--- src/rtl/islip_pkg.sv ---
package islip_pkg;
  typedef enum logic [1:0] {
    ST_IDLE   = 2'd0,
    ST_GRANT  = 2'd1,
    ST_ACCEPT = 2'd2
  } sched_st_e;
endpackage

--- src/rtl/rr_pick.sv ---
module rr_pick #(
  parameter int N = 4,
  localparam int W = (N > 1) ? $clog2(N) : 1
) (
  input  logic [N-1:0] req_i,
  input  logic [W-1:0] ptr_i,
  output logic [N-1:0] gnt_o
);
  logic found;

  always_comb begin
    gnt_o = '0;
    found = 1'b0;
    for (int off = 0; off < N; off++) begin
      int k;
      k = int'(ptr_i) + off;
      if (k >= N) k = k - N;
      if (!found && req_i[k]) begin
        gnt_o[k] = 1'b1;
        found    = 1'b1;
      end
    end
  end
endmodule

--- src/rtl/islip_fsm.sv ---
module islip_fsm
  import islip_pkg::*;
#(
  parameter int ITER_W = 2
) (
  input  logic              clk_i,
  input  logic              rst_ni,
  input  logic              start_i,
  input  logic [ITER_W-1:0] iter_cfg_i,
  output logic              load_o,
  output logic              grant_o,
  output logic              accept_o,
  output logic              last_o,
  output logic              busy_o,
  output logic              done_o
);
  sched_st_e         st_q;
  logic [ITER_W-1:0] iter_q, lim_q;

  assign load_o   = (st_q == ST_IDLE) && start_i;
  assign grant_o  = (st_q == ST_GRANT);
  assign accept_o = (st_q == ST_ACCEPT);
  assign last_o   = accept_o && (iter_q == lim_q);
  assign busy_o   = (st_q != ST_IDLE);

  always_ff @(posedge clk_i or negedge rst_ni) begin
    if (!rst_ni) begin
      st_q   <= ST_IDLE;
      iter_q <= '0;
      lim_q  <= '0;
      done_o <= 1'b0;
    end else begin
      done_o <= last_o;
      unique case (st_q)
        ST_IDLE: if (start_i) begin
          lim_q  <= iter_cfg_i;
          iter_q <= '0;
          st_q   <= ST_GRANT;
        end
        ST_GRANT: st_q <= ST_ACCEPT;
        ST_ACCEPT: begin
          if (iter_q == lim_q) st_q <= ST_IDLE;
          else begin
            iter_q <= iter_q + 1'b1;
            st_q   <= ST_GRANT;
          end
        end
        default: st_q <= ST_IDLE;
      endcase
    end
  end


  done_pulse_chk: assert property (@(posedge clk_i) disable iff (!rst_ni)
    done_o |=> !done_o);

  busy_end_chk: assert property (@(posedge clk_i) disable iff (!rst_ni)
    $fell(busy_o) |-> done_o);

  grant_then_accept_chk: assert property (@(posedge clk_i) disable iff (!rst_ni)
    grant_o |=> accept_o);
endmodule

--- src/rtl/islip_sched.sv ---
module islip_sched #(
  parameter int N_PORTS  = 4,
  parameter int MAX_ITER = 4,
  localparam int NN     = N_PORTS * N_PORTS,
  localparam int PTR_W  = $clog2(N_PORTS),
  localparam int ITER_W = $clog2(MAX_ITER),
  localparam int CNT_W  = $clog2(MAX_ITER + 1)
) (
  input  logic              clk_i,
  input  logic              rst_ni,
  input  logic              start_i,
  input  logic [NN-1:0]     req_i,
  input  logic [ITER_W-1:0] iter_cfg_i,
  output logic              busy_o,
  output logic              done_o,
  output logic [NN-1:0]     match_o,
  output logic [CNT_W-1:0]  iter_used_o
);
  // [i][j]: input i, output j
  logic [N_PORTS-1:0][N_PORTS-1:0] req_q, gnt_q, gnt_d, match_q, acc;
  // [j][i]: output j view
  logic [N_PORTS-1:0][N_PORTS-1:0] rcol, gcol;
  logic [N_PORTS-1:0][PTR_W-1:0]   gptr_q, aptr_q, gptr_d, aptr_d;
  logic [N_PORTS-1:0]              in_m_q, out_m_q, in_m_d, out_m_d;
  logic [CNT_W-1:0]                used_q;
  logic                            any_acc;
  logic load, grant_ph, accept_ph, last;

  islip_fsm #(.ITER_W(ITER_W)) u_fsm (
    .clk_i, .rst_ni, .start_i, .iter_cfg_i,
    .load_o(load), .grant_o(grant_ph), .accept_o(accept_ph),
    .last_o(last), .busy_o, .done_o
  );

  always_comb begin
    for (int j = 0; j < N_PORTS; j++)
      for (int i = 0; i < N_PORTS; i++) begin
        rcol[j][i]  = req_q[i][j] & ~in_m_q[i] & ~out_m_q[j];
        gnt_d[i][j] = gcol[j][i];
      end
  end

  for (genvar j = 0; j < N_PORTS; j++) begin : g_out
    rr_pick #(.N(N_PORTS)) u_gnt (
      .req_i(rcol[j]), .ptr_i(gptr_q[j]), .gnt_o(gcol[j])
    );
  end

  for (genvar i = 0; i < N_PORTS; i++) begin : g_in
    rr_pick #(.N(N_PORTS)) u_acc (
      .req_i(gnt_q[i]), .ptr_i(aptr_q[i]), .gnt_o(acc[i])
    );
  end

  always_comb begin
    gptr_d  = gptr_q;
    aptr_d  = aptr_q;
    in_m_d  = in_m_q;
    out_m_d = out_m_q;
    any_acc = 1'b0;
    for (int i = 0; i < N_PORTS; i++)
      for (int j = 0; j < N_PORTS; j++)
        if (acc[i][j]) begin
          any_acc    = 1'b1;
          in_m_d[i]  = 1'b1;
          out_m_d[j] = 1'b1;
          gptr_d[j]  = (i == N_PORTS - 1) ? '0 : PTR_W'(i + 1);
          aptr_d[i]  = (j == N_PORTS - 1) ? '0 : PTR_W'(j + 1);
        end
  end

  always_ff @(posedge clk_i or negedge rst_ni) begin
    if (!rst_ni) begin
      req_q       <= '0;
      gnt_q       <= '0;
      match_q     <= '0;
      in_m_q      <= '0;
      out_m_q     <= '0;
      gptr_q      <= '0;
      aptr_q      <= '0;
      used_q      <= '0;
      match_o     <= '0;
      iter_used_o <= '0;
    end else begin
      if (load) begin
        req_q   <= req_i;
        match_q <= '0;
        in_m_q  <= '0;
        out_m_q <= '0;
        used_q  <= '0;
      end
      if (grant_ph) gnt_q <= gnt_d;
      if (accept_ph) begin
        match_q <= match_q | acc;
        in_m_q  <= in_m_d;
        out_m_q <= out_m_d;
        gptr_q  <= gptr_d;
        aptr_q  <= aptr_d;
        used_q  <= used_q + CNT_W'(any_acc);
      end
      if (last) begin
        match_o     <= match_q | acc;
        iter_used_o <= used_q + CNT_W'(any_acc);
      end
    end
  end

  logic [N_PORTS-1:0][N_PORTS-1:0] mcol;
  always_comb
    for (int j = 0; j < N_PORTS; j++)
      for (int i = 0; i < N_PORTS; i++) mcol[j][i] = match_o[i*N_PORTS + j];

  for (genvar k = 0; k < N_PORTS; k++) begin : g_chk

    row_onehot_chk: assert property (@(posedge clk_i) disable iff (!rst_ni)
      $onehot0(match_o[k*N_PORTS +: N_PORTS]));

    col_onehot_chk: assert property (@(posedge clk_i) disable iff (!rst_ni)
      $onehot0(mcol[k]));

    accept_onehot_chk: assert property (@(posedge clk_i) disable iff (!rst_ni)
      accept_ph |-> $onehot0(acc[k]));
  end


  grant_sub_chk: assert property (@(posedge clk_i) disable iff (!rst_ni)
    grant_ph |=> ((gnt_q & ~req_q) == '0));

  ptr_hold_chk: assert property (@(posedge clk_i) disable iff (!rst_ni)
    !accept_ph |=> ($stable(gptr_q) && $stable(aptr_q)));

  match_hold_chk: assert property (@(posedge clk_i) disable iff (!rst_ni)
    !done_o |-> $stable(match_o));

  match_sub_chk: assert property (@(posedge clk_i) disable iff (!rst_ni)
    done_o |-> ((match_o & ~NN'(req_q)) == '0));

  req_hold_chk: assert property (@(posedge clk_i) disable iff (!rst_ni)
    (busy_o && !$rose(busy_o)) |-> $stable(req_q));

  used_range_chk: assert property (@(posedge clk_i) disable iff (!rst_ni)
    done_o |-> (int'(iter_used_o) <= MAX_ITER));
endmodule

--- config.mk ---
export PLATFORM = sky130hd
export DESIGN_NAME = islip_sched
export DESIGN_NICKNAME = d
export VERILOG_FILES = /design/src/rtl/islip_pkg.sv /design/src/rtl/rr_pick.sv /design/src/rtl/islip_fsm.sv /design/src/rtl/islip_sched.sv
export SDC_FILE = /design/constraint.sdc
export NUM_CORES = 1
export LEC_CHECK = 0
export BUFFER_PORTS_ARGS = -buffer_cell sky130_fd_sc_hd__buf_2
export CORE_ASPECT_RATIO = 1.25
export CORE_MARGIN = 1
export CORE_UTILIZATION = 35
export CTS_BUF_LIST = sky130_fd_sc_hd__clkbuf_2
export DETAILED_ROUTE_END_ITERATION = 8
export PLACE_DENSITY_LB_ADDON = 0.1
export SLEW_MARGIN = 20
export SYNTH_ARGS = -nofsm -noshare
export SYNTH_HDL_FRONTEND = slang
export SYNTH_SLANG_ARGS = --single-unit
--- constraint.sdc ---
create_clock -name clk_i -period 5.6 [get_ports clk_i]
set_clock_uncertainty 0.05 [all_clocks]
set_input_delay 1.12 -clock clk_i [delete_from_list [all_inputs] [get_ports clk_i]]
set_output_delay 1.12 -clock clk_i [all_outputs]
set_load 0.005 [all_outputs]
After elaboration in Yosys (flattened, before gate mapping)
Index checks and enable logic that the tools add are counted.
{"block": "totals", "register_bits": 101, "inputBits": 21, "output_inout_bits": 21, "wordCells": 718}
{"block": "op_classes", "addsub": 58, "magnitude_cmp": 96, "n_eq_ne": 13, "mux": 339, "bitwise": 65, "n_reduce_logical": 112}
{"op": "$ge A32 B1 Y1 const B", "n": 32}
{"op": "$lt A32 B4 Y1 const B", "n": 32}
{"op": "$mux W32", "n": 32}
{"op": "$ge A32 B4 Y1 const B", "n": 24}
{"op": "$sub A32 B4 Y32 const B", "n": 24}
{"op": "$mux W1", "n": 168}
{"op": "$mux W4", "n": 35}
{"op": "$or A4 B4 Y4", "n": 24}
{"op": "$mux W2", "n": 34}
{"op": "$bmux W1 S2", "n": 32}
{"op": "$demux W1 S2", "n": 32}
{"op": "$logic_and A1 B1 Y1", "n": 58}
{"op": "$add A2 B2 Y3 const B", "n": 16}
{"op": "$ne A5 B1 Y1 const B", "n": 8}
{"op": "$reduce_and A2 Y1", "n": 17}
{"op": "$and A1 B1 Y1", "n": 32}
{"op": "$mux W16", "n": 2}
{"op": "$reduce_bool A4 Y1", "n": 8}
{"op": "$sub A2 B3 Y4 const B", "n": 8}
{"op": "$add A2 B1 Y3 const B", "n": 8}
{"op": "$ge A2 B3 Y1 const B", "n": 8}
{"op": "$logic_not A1 Y1", "n": 24}
{"op": "$or A16 B16 Y16", "n": 1}
{"op": "$not A1 Y1", "n": 8}
{"op": "other kinds (12)", "n": 16}

Depth between registers and ports, before layout
Gate-level depths: netlist (run 1).
{"block": "logic_depth", "depth_word": 33, "ltp_mapped": 16, "mapped_depth_nobuf": 14}

Modules after synthesis
Synthesis (run 1) repeated with hierarchy kept, for this count alone.
{"block": "hier_totals", "cells_unflattened": 634, "hier_area_um2": 7046.8}
{"module": "islip_sched", "n_inst": 1, "cells_per_inst": 343, "area_each_um2": 4035.1, "seq_area_each_um2": 2352.3}
{"module": "rr_pick (g_in[0].u_acc ...)", "n_inst": 7, "cells_per_inst": 32, "area_each_um2": 327.8, "seq_area_each_um2": 0.0}
{"module": "islip_fsm", "n_inst": 1, "cells_per_inst": 29, "area_each_um2": 359.1, "seq_area_each_um2": 175.2}
{"module": "rr_pick (g_out[3].u_gnt)", "n_inst": 1, "cells_per_inst": 38, "area_each_um2": 357.8, "seq_area_each_um2": 0.0}

Worst setup path before layout (run 1)
Ideal clock, no wire load.
{"block": "synth_path", "kind": "flip-flop to flip-flop", "start": "register aptr_q[4] in the netlist's numbering", "end": "register iter_used_o[1]", "setup_time_ns": 0.125, "arrival_ns": 3.444, "t_required_ns": 5.425, "setup_slack_ns": 1.981, "stages_incl_launch_ff": 14, "n_path_buf": 1, "synth_period_minus_slack_ns": 3.619, "path_cell_list": "dfrtp_1 buf_2 inv_1 ha_1 mux4_2 nor2b_4 a22o_1 a311o_4 or2_4 nor3_4 nand4_1 ha_1 ha_1 mux2_2"}
{"block": "synth_between", "elab_chain_cells": 24, "elab_cells_between_ends": 72, "classes_between": "8 x add/sub; 12 x order compare; 39 x mux; 3 x bitwise; 10 x reduce/logical"}
{"element": "from (decl)", "line": "islip_sched.sv:23", "text": "logic [N_PORTS-1:0][PTR_W-1:0] gptr_q, aptr_q, gptr_d, aptr_d;"}
{"element": "from (signal assigned)", "line": "islip_sched.sv:98", "text": "aptr_q <= aptr_d;"}
{"element": "parallel branches: the longest is 14 deep, another holds $sub A32 B4 Y32"}
{"element": "$mux W4 (*)", "line": "rr_pick.sv:18", "text": "if (!found && req_i[k]) begin"}
{"element": "$mux W1 (3 in series)", "line": "islip_sched.sv:63", "text": "if (acc[i][j]) begin"}
{"element": "$mux W1 (*) (5 in series)", "line": "islip_sched.sv:63"}
{"element": "$add A3 B1 Y3 (*)", "line": "islip_sched.sv:103", "text": "iter_used_o <= used_q + CNT_W'(any_acc);"}
{"element": "to (signal assigned)", "line": "islip_sched.sv:103"}
{"element": "to (decl)", "line": "islip_sched.sv:17", "text": "output logic [CNT_W-1:0] iter_used_o"}
Every way passes the cells marked *. The select of a mux whose other input is x is not followed.
A chain may end at the register's enable or synchronous reset.

Worst setup path in the final report (run 1)
Ends and elaborated chain as after synthesis.

==> results of run 1 <==
-- stage by stage --
stage | std cells | util, %
final | 988 | 38.61
after global routing | 988 | 38.61
after CTS | 987 | 38.60
after detailed placement | 971 | 37.87
after global placement | 971 | 37.87
after floorplan | 725 | -
-- logic make-up after synthesis --
logic type	after synthesis
muxes	24
adders and majority gates	57
AOI/OAI and AO/OA	213
xor gates and xnor gates	3
and+or+nand+nor	262
DFF	101
buffers and inverters	65
-- worst register-to-register path, cell delays in order (launching register included) --
cell	delay [ns]
dfrtp_1	0.70
inv_1	0.20
ha_1	0.39
mux4_2	0.57
nor2b_4	0.16
a22o_1	0.19
a311o_4	0.36
or2_4	0.28
nor3_4	0.13
nand4_1	0.16
ha_1	0.22
ha_1	0.28
mux2_2	0.27
-- registers in the layout, summed over array words and instances, names as in the netlist, 4 cells and up --
register / flops
gnt_q: 16
out_m_q: 4
in_m_q: 4
match_o: 16
req_q: 16
gptr_q: 8
match_q: 16
aptr_q: 8
-- worst paths after layout --
| check | to | cells past startpoint | start | slack [ns] |
|---|---|---|---|---|
| max in group asynchronous | gnt_q[13] | 2 | rst_ni | 3.91 |
| max | iter_used_o[1] | 12 | aptr_q[4] | 1.58 |
| min reg2reg | match_q[0] | 2 | match_q[0] | 0.49 |
| max reg2reg | iter_used_o[1] | 12 | aptr_q[4] | 1.58 |
| min in group clk_i | match_q[0] | 2 | match_q[0] | 0.49 |
| min | match_o[15] | 1 | rst_ni | 0.38 |
-- metal layers --
metal  track usage, %  part of all wire, %
met5                0                    0
met4            9.180                  3.6
met3            2.667                  3.0
met2            33.78                   50
met1            23.80                   43
-- cell usage in the layout (no fill, tap or decap), types with 15 or more instances in the layout --
master / Yosys / routed
nor3b_1: 15 / 15
o21ai_0: 23 / 23
a221oi_1: 20 / 20
buf_2: 5 / 40
ha_1: 57 / 57
inv_1: 31 / 31
nor2_1: 87 / 86
dfrtp_1: 101 / 101
a22oi_1: 25 / 25
nand2_1: 77 / 77
a21oi_1: 69 / 69
-- area by class of cell --
cell class,count,area [sq um]
Antenna cell,1,2.502
Timing Repair Buffer,46,245.2
Multi-Input combinational cell,559,3924
Inverter,33,123.9
Sequential cell,101,2527
Tap cell,232,290.3
Clock inverter,7,92.59
Clock buffer,9,45.04
Fill cell,1908,11530
==> reports/metrics.csv, run 1 <==
stage,metric,value,unit
placement,post-place-ws,1.634,ns
critical_path,crit_top_cell,ha_1,
critical_path,path_class,flip-flop to flip-flop,
timing,worst_slack,1.578,ns
timing,hold_ws,0.3795,ns
timing,fin_setup_tns,0,ns
finish,fin_area,7251,sq um
clock_network,hold_buffers,0,
timing,fmax,248.7,MHz
critical_path,setup.worst_path.start_class,flip-flop,
timing,grt_setup_unrepaired,false,
floorplanning,core,18780,sq um
timing,finalHoldViolations,0,
detailed_routing,dr.pass1.iters,5,
detailed_routing,wl_per_cell,18.57,um
yosys,synth_seq_cells,101,
yosys,yosys.area.top_type,dfrtp_1,
yosys,syn_nets,803,
worst_hold_path,hold_class,input port to asynchronous set/reset pin,
clock_network,insertion_delay,0.62,ns
detailed_routing,ant_nets,0,
yosys,synth_common_cells,"101 x dfrtp_1, 87 x nor2_1, 77 x nand2_1, 69 x a21oi_1, 57 x ha_1",
yosys,yosysUniqueCellTypes,75,
detailed_routing,routed_via_density,5.678,
detailed_routing,drcViolationCount,0,
floorplanning,die_w,125.8,um
floorplanning,die_area,19730,sq um
detailed_routing,vias,5610,
yosys,synthFlopType,dfrtp_1,
yosys,synth_area,6708,sq um
clock_network,clk_pin_slew,0.31,ns
clock_network,cts_setup_buffers,0,
finish,area_growth,8.095,%
timing,maxSlewViolCount,0,
critical_path,cp_max_fo,14,
critical_path,critPathCaptureType,flip-flop,
clock_network,root_buffer,clkbuf_2,
detailed_routing,wl,18350,um
yosys,synth.top_cell.area_share,37.68,%
critical_path,cp_slowest_cell,dfrtp_1,
timing,period_share,71.81,%
yosys,synth_seq_area_share,37.68,%
yosys,synthCells,725,
floorplanning,die_h,156.8,um
finish,nets,828,
yosys,post-synth-top-count-cell,dfrtp_1,
clock_network,cts_sinks,101,
timing,final.min_clock_period,4.022,ns
run,max_cap_viol_count,0,
clock_network,cts_made_buffers,9,
placement,gp_congestion,0.8404,
floorplanning,pin_count,42,
yosys,muxShareOfSynthArea,5.932,%
global_route,grtUsageTotal,19.43,%
yosys,yosys_warnings,0,
critical_path,max_stage_delay,0.70,ns
clock_network,cts-resized-gates,0,
critical_path,cp.arrival,4.52,ns
timing,slew_headroom,37.61,%
yosys,avgSynthCellArea,9.252,sq um
placement,hpwl,13550,um
placement,portBuffers,41,
critical_path,path_cells,"inv_1, ha_1, mux4_2, nor2b_4, a22o_1, a311o_4, or2_4, nor3_4, nand4_1, ha_1, ha_1, mux2_2",
yosys,synth_xor_area_share,0.3917,%
floorplanning,rows,56,
global_route,grt_max_degree,58,
placement,placed_area,7111,sq um
critical_path,cp_top_family,adder cells,
global_route,grt_pass1_wl,29460,um
critical_path,critical_path_required,6.09,ns
yosys,synth_area_leaders,"dfrtp_1 38%, ha_1 11%, a21oi_1 5.1%",
finish,drive_gt1_share,15.10,%
yosys,yosys.area_share.adder,10.63,%
yosys,async_flop_share,100.0,%
yosys,synthSimpleGateAreaFrac,19.55,%
critical_path,critPathBufInv,1,
global_route,grt-ovfl-total,0,
clock_network,h-tree-depth,3,
yosys,synth_edf_count,0,
global_route,grt_pass1_vias,5497,
timing,worst_slew_pin_slew,0.9336,ns
global_route,grt_antenna_before_repair,1,
yosys,synth_compound_gate_area_share,21.92,%
outcome,status,completed,
yosys,synth_top_family_by_area,compound AO/OA/AOI/OAI gates,
detailed_routing,first_iter_violations,363,
timing,setup_viol,0,
clock_network,tritoncts,done,
floorplanning,start_util,35.72,%
clock_network,clockBufferDepth,2,
Power of run 1 is not shown: default switching activity piles up to over one toggle a cycle in this logic, so the estimate is an artifact.
==> inputs of run 2 (changes only) <==
==> constraint.sdc (replaced) <==
create_clock -name clk_i -period 3.6 [get_ports clk_i]
set_clock_uncertainty 0.05 [all_clocks]
set_input_delay 0.72 -clock clk_i [delete_from_list [all_inputs] [get_ports clk_i]]
set_output_delay 0.72 -clock clk_i [all_outputs]
set_load 0.005 [all_outputs]
==> run 2 against run 1 <==
Against the previous run: design area rose by 3.9%; non-clock buffer count rose by 33; count of clock-buffer cells in the layout rose by 1; sequential share of layout area fell by 1.3 points; worst hold slack got worse by 0.18 ns; final cell count rose by 3.3%; flip-flop and latch count did not move; core utilization rose by 1.5 points.
==> reports/metrics.csv, run 2 (synthesis gave the netlist of run 1 again) <==
stage,metric,value,unit
timing,setup_viol,0,
timing,fmax,284.5,MHz
floorplanning,pin_count,42,
clock_network,clockBufferDepth,2,
detailed_routing,wl,19350,um
global_route,grt_max_degree,54,
global_route,grtUsageTotal,20.48,%
global_route,grt-ovfl-total,0,
detailed_routing,first_iter_violations,332,
floorplanning,rows,56,
critical_path,critPathCaptureType,flip-flop,
worst_hold_path,hold_class,input port to flip-flop,
detailed_routing,wl_per_cell,18.95,um
timing,worst_slew_pin_slew,0.9439,ns
floorplanning,die_w,125.8,um
timing,slew_headroom,36.92,%
clock_network,cts_made_buffers,9,
finish,nFillCells,1948,
run,max_cap_viol_count,0,
finish,drive_gt1_share,19.04,%
timing,final.min_clock_period,3.515,ns
timing,period_share,97.63,%
finish,nets,861,
critical_path,setup.worst_path.start_class,flip-flop,
clock_network,root_buffer,clkbuf_2,
detailed_routing,vias,5766,
floorplanning,die_h,156.8,um
finish,multiInputGateArea,3951,sq um
clock_network,clk_pin_slew,0.31,ns
timing,finalHoldViolations,0,
placement,gp_congestion,0.9257,
finish,ff_latch_area,2529,sq um
floorplanning,die_area,19730,sq um
critical_path,cp.arrival,4.01,ns
timing,hold_ws,0.1993,ns
timing,fin_setup_tns,0,ns
finish,final_common_cell,dfrtp_1,
clock_network,cts_sinks,101,
detailed_routing,routed_via_density,5.647,
detailed_routing,dr.pass1.iters,5,
floorplanning,core,18780,sq um
finish,area_growth,12.27,%
critical_path,path_class,flip-flop to flip-flop,
global_route,grt_pass1_vias,5738,
timing,maxSlewViolCount,0,
finish,layout_common_cells,"100 x dfrtp_1, 86 x nor2_1, 77 x nand2_1",
placement,hpwl,14680,um
detailed_routing,drcViolationCount,0,
detailed_routing,ant_nets,0,
critical_path,critical_path_required,4.10,ns
critical_path,cp_max_fo,4,
global_route,grt_pass1_wl,31160,um
clock_network,tritoncts,done,
timing,grt_setup_unrepaired,false,
floorplanning,start_util,35.72,%
outcome,status,completed,
clock_network,h-tree-depth,3,
placement,portBuffers,41,
clock_network,insertion_delay,0.63,ns
global_route,grt_antenna_before_repair,1,
[run 2: through the flow]
stage | worst slack, ns | utilization [%] | area (sq um) | instances
floorplan | 0.02468 | - | 6710 | 725
global placement | 0.1486 | 39.21 | 7363 | 1003
detailed placement | 0.09474 | 39.21 | 7363 | 1003
CTS | 0.04288 | 39.94 | 7500 | 1020
global route | 0.003804 | 40.11 | 7531 | 1021
finish | 0.08545 | 40.11 | 7531 | 1021
[run 2: critical path, stage by stage (launching register included)]
cell and delay (ns):
dfrtp_1 0.42, inv_1 0.09, ha_4 0.28, mux4_2 0.50
nor2b_1 0.18, a22o_1 0.19, a221o_2 0.32, or2_1 0.27
nor4_2 0.16, nand4_1 0.21, ha_2 0.23, ha_1 0.28
mux2_2 0.26
[run 2: area by class of cell]
cell class / instances / share of cell area (%)
diodes: 1 / 0.03323
repair buffers: 79 / 6.745
well taps: 232 / 3.854
clock inverters: 6 / 1.013
clock buffers: 10 / 0.6646
multi-input cells: 559 / 52.47
flip-flops and latches: 101 / 33.58
inverters: 33 / 1.645
[run 2: layer usage]
layer	wire, um	GRT usage, %	share of wire (%)
met3	445	2.291	2.3
met2	9618	35.77	50
met1	8656	25.57	45
met4	625	8.893	3.2
met5	0	0	0
[run 2: final timing paths]
path | startpoint | end | slack (ns) | depth (start not counted)
max | aptr_q[2] | iter_used_o[1] | 0.09 | 12
min | req_i[2] | req_q[2] | 0.20 | 3
max reg2reg | aptr_q[2] | iter_used_o[1] | 0.09 | 12
min reg2reg | used_q[2] | used_q[2] | 0.48 | 1
max in group asynchronous | rst_ni | match_o[10] | 2.21 | 3
min in group asynchronous | rst_ni | match_q[15] | 0.56 | 2
[run 2: what timing repair did]
item / 4_1_cts / 5_1_grt
endpoints found under the hold margin: 4 / 0
setup endpoints to repair: 0 / 4
gates resized for setup: 0 / 4
setup buffers: 0 / 0
hold buffers: 1 / 0
Power of run 2 is left out for the same reason.
==> inputs of run 3 (changes only) <==
--- a/config.mk
+++ b/config.mk
@@ -5,6 +5,7 @@
 export SDC_FILE = /design/constraint.sdc
 export NUM_CORES = 1
 export LEC_CHECK = 0
+export ABC_AREA = 1
 export BUFFER_PORTS_ARGS = -buffer_cell sky130_fd_sc_hd__buf_2
 export CORE_ASPECT_RATIO = 1.25
 export CORE_MARGIN = 1
@@ -12,6 +13,7 @@
 export CTS_BUF_LIST = sky130_fd_sc_hd__clkbuf_2
 export DETAILED_ROUTE_END_ITERATION = 8
 export PLACE_DENSITY_LB_ADDON = 0.1
+export RECOVER_POWER = 100
 export SLEW_MARGIN = 20
 export SYNTH_ARGS = -nofsm -noshare
 export SYNTH_HDL_FRONTEND = slang
==> constraint.sdc (replaced) <==
create_clock -name clk_i -period 3.5 [get_ports clk_i]
set_clock_uncertainty 0.05 [all_clocks]
set_input_delay 0.7 -clock clk_i [delete_from_list [all_inputs] [get_ports clk_i]]
set_output_delay 0.7 -clock clk_i [all_outputs]
set_load 0.005 [all_outputs]
==> run 3 against run 2 <==
Against the previous run: the run now ends with max-capacitance violations, max-slew violations left; register-to-register slack improved by 0.28 ns; worst setup slack improved by 0.28 ns; critical path depth rose by 7; sequential share of layout area fell by 1.1 points; synthesized cell count rose by 42%; die area rose by 7.4%; fmax rose by 12%; first-iteration DRC count rose by 2.4%; worst hold slack got worse by 0.041 ns.
==> reports/metrics.csv, run 3 <==
stage,metric,value,unit
timing,fmax,319.2,MHz
placement,hpwl,14200,um
yosys,synth_edf_count,0,
finish,nets,1155,
global_route,grt_pass1_wl,30540,um
critical_path,critPathCaptureType,flip-flop,
global_route,grt_antenna_before_repair,1,
yosys,synth_area,7208,sq um
yosys,yosys.area.top_type,dfrtp_1,
detailed_routing,drcViolationCount,0,
finish,layout_common_cells,"361 x nand2_1, 137 x inv_1, 136 x nand3_1",
worst_hold_path,hold_class,input port to flip-flop,
detailed_routing,dr.pass1.iters,5,
global_route,grt_pass1_vias,6045,
detailed_routing,wl,18470,um
detailed_routing,wl_per_cell,13.61,um
timing,fin_setup_tns,0,ns
yosys,synth_common_cells,"356 x nand2_1, 134 x inv_1, 130 x nand3_1, 101 x dfrtp_1, 61 x nor2_1",
global_route,grtUsageTotal,18.50,%
critical_path,r2r_setup_slack,0.37,ns
finish,final_common_cell,nand2_1,
yosys,avgSynthCellArea,6.991,sq um
clock_network,hold_buffers,0,
clock_network,root_buffer,clkbuf_2,
detailed_routing,ant_nets,0,
placement,post-place-ws,0.4289,ns
critical_path,reg2reg_to,iter_used_o[2],
critical_path,cp-startpoint,aptr_q[2],
clock_network,clockBufferDepth,2,
worst_hold_path,min_path_cells,3,
critical_path,cp_max_fo,9,
timing,grt_setup_unrepaired,false,
timing,worst_slew_pin_slew,2.910,ns
floorplanning,die_h,162.5,um
floorplanning,die_w,130.4,um
yosys,syn_nets,1109,
yosys,synthCells,1031,
detailed_routing,first_iter_violations,340,
global_route,grt_max_degree,52,
placement,portBuffers,41,
global_route,grt-ovfl-total,0,
outcome,status,"complete, but fails checks",
detailed_routing,vias,6380,
critical_path,setup.worst_path.start_class,flip-flop,
clock_network,cts_setup_buffers,0,
yosys,post-synth-top-count-cell,nand2_1,
yosys,synth_seq_cells,101,
clock_network,cts_sinks,101,
critical_path,critical_path_required,4.03,ns
detailed_routing,routed_via_density,4.702,
floorplanning,die_area,21180,sq um
yosys,yosys_warnings,0,
clock_network,clk_pin_slew,0.35,ns
floorplanning,core,20170,sq um
floorplanning,start_util,35.73,%
finish,area_growth,8.054,%
clock_network,h-tree-depth,3,
outcome,failed_checks,"max-capacitance violations, max-slew violations",
clock_network,tritoncts,done,
worst_hold_path,worstHoldStart,req_i[12],
critical_path,path_class,flip-flop to flip-flop,
yosys,yosysUniqueCellTypes,39,
critical_path,reg2reg_from,aptr_q[2],
floorplanning,pin_count,42,
run,max_cap_viol_count,2,
timing,final.min_clock_period,3.133,ns
timing,maxSlewViolCount,103,
finish,drive_gt1_share,10.63,%
timing,setup_viol,0,
clock_network,cts_made_buffers,9,
critical_path,cp.arrival,3.66,ns
worst_hold_path,worstHoldEndpoint,req_q[12],
yosys,async_flop_share,100.0,%
yosys,synth.top_cell.area_share,35.06,%
timing,finalHoldViolations,0,
clock_network,cts-resized-gates,0,
timing,worst_slack,0.3671,ns
floorplanning,rows,58,
timing,period_share,89.51,%
critical_path,reg2reg_depth,19,
yosys,synth_seq_area_share,35.06,%
timing,hold_ws,0.1582,ns
timing,slew_headroom,-94.01,%
yosys,synthFlopType,dfrtp_1,
placement,gp_congestion,0.8450,
clock_network,insertion_delay,0.64,ns
yosys,synth_area_leaders,"dfrtp_1 35%, nand2_1 19%, ha_1 9.9%",
[run 3: cell count changes after synthesis, moves of 18 or more]
cell / delta
a21oi_1: -61
a221oi_1: -20
inv_1: +103
nand2_1: +279
nand2_2: +18
nand3_1: +124
nor2_1: -26
[run 3: final cells by class]
class / instances / area (sq um)
repair buffers: 51 / 251.5
inverters: 155 / 584.3
clock buffers: 10 / 50.05
clock inverters: 6 / 62.56
multi-input cells: 759 / 3960
well taps: 270 / 337.8
diodes: 5 / 12.51
fillers: 2259 / 12390
flip-flops and latches: 101 / 2530
[run 3: worst max path at each step]
stage                endpoint  cells past startpoint  slack [ns]
2_1_floorplan       used_q[1]                     16        0.89
3_3_place_gp        used_q[1]                     16        0.39
3_5_place_dp        used_q[1]                     16        0.43
4_1_cts        iter_used_o[2]                     18        0.33
5_1_grt        iter_used_o[2]                     19        0.06
6_report       iter_used_o[2]                     19        0.37
[run 3: kinds of logic (layout without fill, tap and decap cells)]
kind of cell,Yosys count,after routing,share of synthesized area [%]
flops,101,101,35.06
simple gates,623,623,39.40
mux,2,2,0.2777
xor+xnor,3,3,0.3646
compound gates,74,74,5.885
fa+ha+maj,57,57,9.894
other cells,0,5,0
buf+inv,171,222,9.113
[run 3: critical path: stages (launching register included)]
cell	delay [ns]
dfrtp_1	0.58
inv_1	0.23
ha_1	0.37
inv_1	0.08
nand3_1	0.08
nand2_2	0.10
inv_2	0.06
nand3_1	0.06
nand2_1	0.05
inv_1	0.05
nand3_1	0.19
nor2_1	0.18
nand2_2	0.08
nor2_1	0.10
nand2_1	0.09
ha_1	0.19
ha_1	0.18
xor2_1	0.14
inv_1	0.06
o21ai_0	0.16
[run 3: per-stage QoR]
step	area (sq um)	utilization, %	cells
global route	7789	38.61	1357
global placement	7761	38.47	1336
floorplan	7208	-	1031
finish	7789	38.61	1357
detailed placement	7761	38.47	1336
CTS	7874	39.03	1352
[run 3: per-layer routing]
| metal | GRT usage [%] | vias to the layer above | share of wire [%] |
|---|---|---|---|
| met3 | 2.332 | 16 | 1.9 |
| met2 | 31.14 | 81 | 48 |
| met5 | 0 | - | 0 |
| li1 | - | 3339 | - |
| met4 | 5.381 | 0 | 1.7 |
| met1 | 24.63 | 2944 | 49 |
Power of run 3 is left out for the same reason.
